**src/rtl/wra_pkg.sv**
```systemverilog
package wra_pkg;

  typedef enum logic [1:0] {
    CMD_SET_SINGLE = 2'd0,
    CMD_SET_PTR0   = 2'd1,
    CMD_SET_PTR1   = 2'd2,
    CMD_SET_PAGE   = 2'd3
  } ptr_cmd_e;

  typedef enum logic {
    WIN_SINGLE = 1'b0,
    WIN_TWIN   = 1'b1
  } win_mode_e;

endpackage

```
**src/rtl/wra_ptr_bank.sv**
```systemverilog
module wra_ptr_bank
  import wra_pkg::*;
#(
  parameter int BLK_W  = 5,
  parameter int PAGE_W = 6,
  parameter int CMD_W  = 6
) (
  input  logic              clk,
  input  logic              rst,
  input  logic              cmd_valid,
  input  logic [1:0]        cmd_op,
  input  logic [CMD_W-1:0]  cmd_data,
  output win_mode_e         mode,
  output logic [BLK_W-1:0]  ptr0,
  output logic [BLK_W-1:0]  ptr1,
  output logic [PAGE_W-1:0] page
);

  ptr_cmd_e op_q;
  assign op_q = ptr_cmd_e'(cmd_op);

  always_ff @(posedge clk) begin
    if (rst) begin
      mode <= WIN_SINGLE;
      ptr0 <= '0;
      ptr1 <= '0;
      page <= '0;
    end else if (cmd_valid) begin
      case (op_q)
        CMD_SET_SINGLE: begin
          mode <= WIN_SINGLE;
          ptr0 <= cmd_data[BLK_W-1:0];
        end
        CMD_SET_PTR0: begin
          mode <= WIN_TWIN;
          ptr0 <= cmd_data[BLK_W-1:0];
        end
        CMD_SET_PTR1: begin
          mode <= WIN_TWIN;
          ptr1 <= cmd_data[BLK_W-1:0];
        end
        default: page <= cmd_data[PAGE_W-1:0];
      endcase
    end
  end

endmodule

```
**src/rtl/wra_window_map.sv**
```systemverilog
module wra_window_map
  import wra_pkg::*;
#(
  parameter int ADDR_W = 8,
  parameter int OPND_W = 4,
  parameter int BLK_W  = ADDR_W - OPND_W + 1
) (
  input  win_mode_e         mode,
  input  logic [BLK_W-1:0]  ptr0,
  input  logic [BLK_W-1:0]  ptr1,
  input  logic [OPND_W-1:0] opnd,
  output logic [ADDR_W-1:0] phys
);

  localparam int HALF_W = OPND_W - 1;

  logic [ADDR_W-1:0] single_addr;
  logic [ADDR_W-1:0] twin_addr;
  logic [BLK_W-1:0]  twin_blk;

  // wide window: drop pointer lsb, full operand as offset
  assign single_addr = {ptr0[BLK_W-1:1], opnd};

  // narrow windows: operand msb picks the pointer
  assign twin_blk  = opnd[OPND_W-1] ? ptr1 : ptr0;
  assign twin_addr = {twin_blk, opnd[HALF_W-1:0]};

  always_comb begin
    if (mode == WIN_TWIN) phys = twin_addr;
    else                  phys = single_addr;
  end

endmodule

```
**src/rtl/wra_region_check.sv**
```systemverilog
module wra_region_check #(
  parameter int ADDR_W      = 8,
  parameter int OPND_W      = 4,
  parameter int PAGE_W      = 6,
  parameter int WINONLY_GRP = 13,
  parameter int PAGED_GRP   = 15
) (
  input  logic [ADDR_W-1:0] phys,
  input  logic              direct,
  input  logic [PAGE_W-1:0] page,
  output logic              illegal,
  output logic [PAGE_W-1:0] page_out
);

  localparam int GRP_W = ADDR_W - OPND_W;
  localparam logic [GRP_W-1:0] WINONLY_IDX = GRP_W'(WINONLY_GRP);
  localparam logic [GRP_W-1:0] PAGED_IDX   = GRP_W'(PAGED_GRP);

  logic [GRP_W-1:0] grp;
  assign grp = phys[ADDR_W-1:OPND_W];

  assign illegal  = direct && (grp == WINONLY_IDX);
  assign page_out = (grp == PAGED_IDX) ? page : '0;

endmodule

```
**src/rtl/wra_translator.sv**
```systemverilog
module wra_translator
  import wra_pkg::*;
#(
  parameter int ADDR_W      = 8,
  parameter int OPND_W      = 4,
  parameter int PAGE_W      = 6,
  parameter int WINONLY_GRP = 13,
  parameter int PAGED_GRP   = 15,
  localparam int BLK_W      = ADDR_W - OPND_W + 1,
  localparam int CMD_W      = (PAGE_W > BLK_W) ? PAGE_W : BLK_W
) (
  input  logic              clk,
  input  logic              rst,
  input  logic              cmd_valid,
  input  logic [1:0]        cmd_op,
  input  logic [CMD_W-1:0]  cmd_data,
  input  logic              acc_valid,
  input  logic              acc_direct,
  input  logic [ADDR_W-1:0] acc_operand,
  output logic              res_valid,
  output logic [ADDR_W-1:0] res_addr,
  output logic [PAGE_W-1:0] res_page,
  output logic              res_illegal
);

  win_mode_e         mode;
  logic [BLK_W-1:0]  ptr0, ptr1;
  logic [PAGE_W-1:0] page;
  logic [ADDR_W-1:0] win_addr;
  logic [ADDR_W-1:0] phys;
  logic              illegal_c;
  logic [PAGE_W-1:0] page_c;

  wra_ptr_bank #(
    .BLK_W(BLK_W), .PAGE_W(PAGE_W), .CMD_W(CMD_W)
  ) bank_i (
    .clk(clk), .rst(rst), .cmd_valid(cmd_valid), .cmd_op(cmd_op),
    .cmd_data(cmd_data), .mode(mode), .ptr0(ptr0), .ptr1(ptr1), .page(page)
  );

  wra_window_map #(
    .ADDR_W(ADDR_W), .OPND_W(OPND_W), .BLK_W(BLK_W)
  ) map_i (
    .mode(mode), .ptr0(ptr0), .ptr1(ptr1),
    .opnd(acc_operand[OPND_W-1:0]), .phys(win_addr)
  );

  assign phys = acc_direct ? acc_operand : win_addr;

  wra_region_check #(
    .ADDR_W(ADDR_W), .OPND_W(OPND_W), .PAGE_W(PAGE_W),
    .WINONLY_GRP(WINONLY_GRP), .PAGED_GRP(PAGED_GRP)
  ) region_i (
    .phys(phys), .direct(acc_direct), .page(page),
    .illegal(illegal_c), .page_out(page_c)
  );

  always_ff @(posedge clk) begin
    if (rst) begin
      res_valid   <= 1'b0;
      res_addr    <= '0;
      res_page    <= '0;
      res_illegal <= 1'b0;
    end else begin
      res_valid <= acc_valid;
      if (acc_valid) begin
        res_addr    <= phys;
        res_page    <= page_c;
        res_illegal <= illegal_c;
      end
    end
  end

endmodule

```
**config.mk**
```make
export PLATFORM = sky130hd
export DESIGN_NAME = wra_translator
export DESIGN_NICKNAME = d
export VERILOG_FILES = /design/src/rtl/wra_pkg.sv /design/src/rtl/wra_ptr_bank.sv /design/src/rtl/wra_window_map.sv /design/src/rtl/wra_region_check.sv /design/src/rtl/wra_translator.sv
export SDC_FILE = /design/constraint.sdc
export NUM_CORES = 1
export LEC_CHECK = 0
export ABC_CLOCK_PERIOD_IN_PS = 2200
export BUFFER_PORTS_ARGS = -buffer_cell sky130_fd_sc_hd__buf_2
export CAP_MARGIN = 20
export CORE_MARGIN = 2
export CORE_UTILIZATION = 35
export CTS_CLUSTER_SIZE = 40
export DETAILED_ROUTE_END_ITERATION = 8
export PLACE_DENSITY = 0.66
export SKIP_LAST_GASP = 1
export SLEW_MARGIN = 15
export SYNTH_ARGS = -nofsm -noshare
export SYNTH_HDL_FRONTEND = slang
export SYNTH_HIERARCHICAL = 1
export SYNTH_SLANG_ARGS = --single-unit
```
**constraint.sdc**
```tcl
create_clock -name clk -period 2.2 [get_ports clk]
set_clock_uncertainty 0.15 [all_clocks]
set_input_delay 0.44 -clock clk [delete_from_list [all_inputs] [get_ports clk]]
set_output_delay 0.44 -clock clk [all_outputs]
set_load 0.02 [all_outputs]
```
==> results.yml <==
outcome:
  outcome: "finished, final reports clean"
routing:
  wl_met3_microns: 192
  met1_length_microns: 1468
  top_layer_used: "met4"
  routed_wl_microns: 3045
  via_count: 1150
  drc: 0
  drtIter0Drc: 48
  dr.pass1.iters: 4
  post_drt_wl_per_cell_microns: 12.58
  via_per_inst: 4.752
  antenna_left: 0
  route.met2.wl_microns: 1326
floorplanning:
  die_area_sq_um: 5001
  start_util_pct: 36.02
  die_h_microns: 70.72
  row_count: 24
  fp.dieW_microns: 70.72
  ios: 37
  core_area_sq_um: 4324
logic_synthesis:
  yosys_warnings: 6
  syn_nets: 182
  synth_seq_area_share_pct: 42.41
  yosysTopAreaCellShare_pct: 42.41
  ys_ff_latch: 33
  yosysTopAreaCell: "dfxtp_1"
  synthCells: 157
  synth.avg_cell_area_sq_um: 9.922
  ys_types: 23
  synth.area.top_cells: "dfxtp_1 42%, mux2_4 12%, mux2i_1 8.4%"
  synth_area_sq_um: 1558
finish:
  antenna_cells: 0
  postLayoutCellArea_sq_um: 1821
  multi_input_area_sq_um: 805.8
  fill_cells: 447
  area_delta_synth_final_pct: 16.87
  drive_gt1_share_pct: 34.74
  finalNonFillerCells: 242
  seqCellArea_sq_um: 660.6
  finalNetCount: 215
clocking:
  clk_path_buf_depth: 2
  cts.sinks: 33
  cts-htree-levels: 2
  clkLatencyLatePin_ps: 280
  cts.reportedPaths.clkPinSlew_ps: 60
  ctsResizeCount: 0
  cts_buffers: 5
  root_buffer: "clkbuf_8"
  cts_tree: "built"
  hold_buffers: 0
  cts_setup_buffers: 0
setup_path:
  crit_type: "flop to flop"
  critPathTopFamily: "multiplexers"
  cpPeakStageDelay_ps: 390
  r2r_cells: 7
  cpMostUsedCell: "mux2_4"
  critPathLaunchType: "flop"
  worstPathMaxFanout: 6
  r2r-end: "res_page[2]"
  worstReg2RegStart: "bank_i/mode"
  cp.arrival_ps: 1940
  cp-end-kind: "flop"
  r2r_slack_ps: 280
  crit_buf_inv: 0
  crit_required_ps: 2220
  cp_cell_sequence: "nand2_2, mux2_4, mux2_4, and4_4, and2_1, mux2i_1, nor2_1"
  cp_slowest_cell: "dfxtp_1"
placed_design:
  dp_slack_ps: 86.81
  hpwl_microns: 2171
  gp_routability_congestion: 0.8034
  dpl-instance-area_sq_um: 1734
  port_buffers: 36
  dp_cells: 235
power_and_ir_drop:
  p_leak_uw: 0.0008432
  finalPower_uw: 1258
  irDropWorstVdd_v: 0.0002440
  p_per_area_nw_per_um2: 691.3
sta:
  tightestPinTransition_ps: 385.0
  finalSetupTns_ps: 0
  maxSlewHeadroom_pct: 74.33
  final_hold_viol_count: 0
  maxSlewViolCount: 0
  setup_slack_ps: 279.0
  rsz0062_at_grt: "no"
  fin_crit_ps: 1921
  fmax_ghz: 0.5206
  fin_crit_sh_pct: 87.32
  finalSetupViolCount: 0
global_routing:
  grt_max_degree: 18
  grt-ovfl-total: 0
  grt_pass1_vias: 1062
  grt_pass1_wl_microns: 5154
  grt_util_all_layers_pct: 13.30
  antenna_found_initial: 0
worst_hold_path:
  holdCritStartpoint: "cmd_data[1]"
  hold_depth: 3
  hp-class: "input pin to flop"
  hold_end: "bank_i/ptr0[1]"
flow_run:
  drv_cap: 0
==> metal layers <==
metal  global-route usage, %  vias up
met3                   4.986        7
met5                       0        -
met1                   18.34      514
met2                   18.28       35
li1                        -      594
met4                   6.289        0
==> synthesized netlist by cell type <==
master,instances
a21oi_1,12
a31oi_1,1
and2_1,6
and4_4,1
buf_2,2
buf_4,6
buf_6,1
clkbuf_2,2
clkinv_1,1
dfxtp_1,33
ha_1,4
inv_1,3
mux2_4,12
mux2i_1,13
nand2_1,15
nand2_2,1
nand3_1,11
nor2_1,14
nor2b_1,1
nor3_1,1
o21a_1,8
o21ai_2,1
o21ba_2,8
==> worst register-to-register path, stage by stage, from the launching register on <==
cell     delay (ps)
dfxtp_1         390
nand2_2         140
mux2_4          310
mux2_4          280
and4_4          210
and2_1          160
mux2i_1         130
nor2_1           50
==> cell type report <==
type                       count  share of cell area [%]
clock buffer                   7                   4.742
inverter                       4                  0.8247
multi-input combinational    109                   44.26
sequential                    33                   36.29
tap                           52                   3.574
timing repair buffer          37                   10.31
==> worst max-delay path by stage <==
| stage | slack [ps] | to | cells past startpoint | from |
|---|---|---|---|---|
| final | 280 | res_page[2] | 7 | bank_i/mode |
| after global routing | 130 | res_page[4] | 7 | bank_i/mode |
| after CTS | 260 | res_page[2] | 7 | bank_i/mode |
| after detailed placement | 90 | res_page[2] | 8 | acc_operand[3] |
| after global placement | 110 | res_page[1] | 8 | acc_operand[3] |
| after floorplan | 320 | res_page[0] | 7 | acc_operand[3] |
==> cells in the final DEF, fill, tap and decap left out <==
cell type	n
nand2_1	15
nor2b_1	1
nor3_1	1
o21ai_2	1
buf_2	36
a21oi_1	12
and2_1	6
a31oi_1	1
clkbuf_1	1
nor2_1	14
nand3_1	11
mux2_4	12
mux2i_1	13
clkbuf_8	6
o21ba_2	8
inv_1	3
ha_1	4
and4_4	1
dfxtp_1	33
buf_4	1
clkinv_1	1
nand2_2	1
o21a_1	8
==> state kept, by name, summed over array words and instances, names as in the netlist <==
signal / flops
res_illegal: 1
bank_i/mode: 1
res_page: 6
bank_i/page: 6
res_valid: 1
res_addr: 8
bank_i/ptr0: 5
bank_i/ptr1: 5
==> through the flow <==
stage	util [%]	hold WS, ps
finish	42.10	278.1
detailed placement	40.10	297.2
floorplan	-	281.7
global route	42.10	282.7
CTS	42.10	271.9
global placement	40.10	292.4
==> power by group <==
group | switching [uW] | internal, uW | total, uW
registers | 12.6 | 622 | 635
clock network | 206 | 248 | 454
logic | 87.5 | 82.2 | 170
total | 306 | 952 | 1260
==> kinds of logic after synthesis <==
kind of cell,count (synthesis),synth area share (%)
AND/OR/NAND/NOR,50,14.78
flip-flops,33,42.41
AO/OA/AOI/OAI,30,13.82
multiplexers,25,19.92
buffers and inverters,15,5.863
adder cells (fa/ha/maj),4,3.213
No activity file was read; power rests on OpenSTA's default activity.
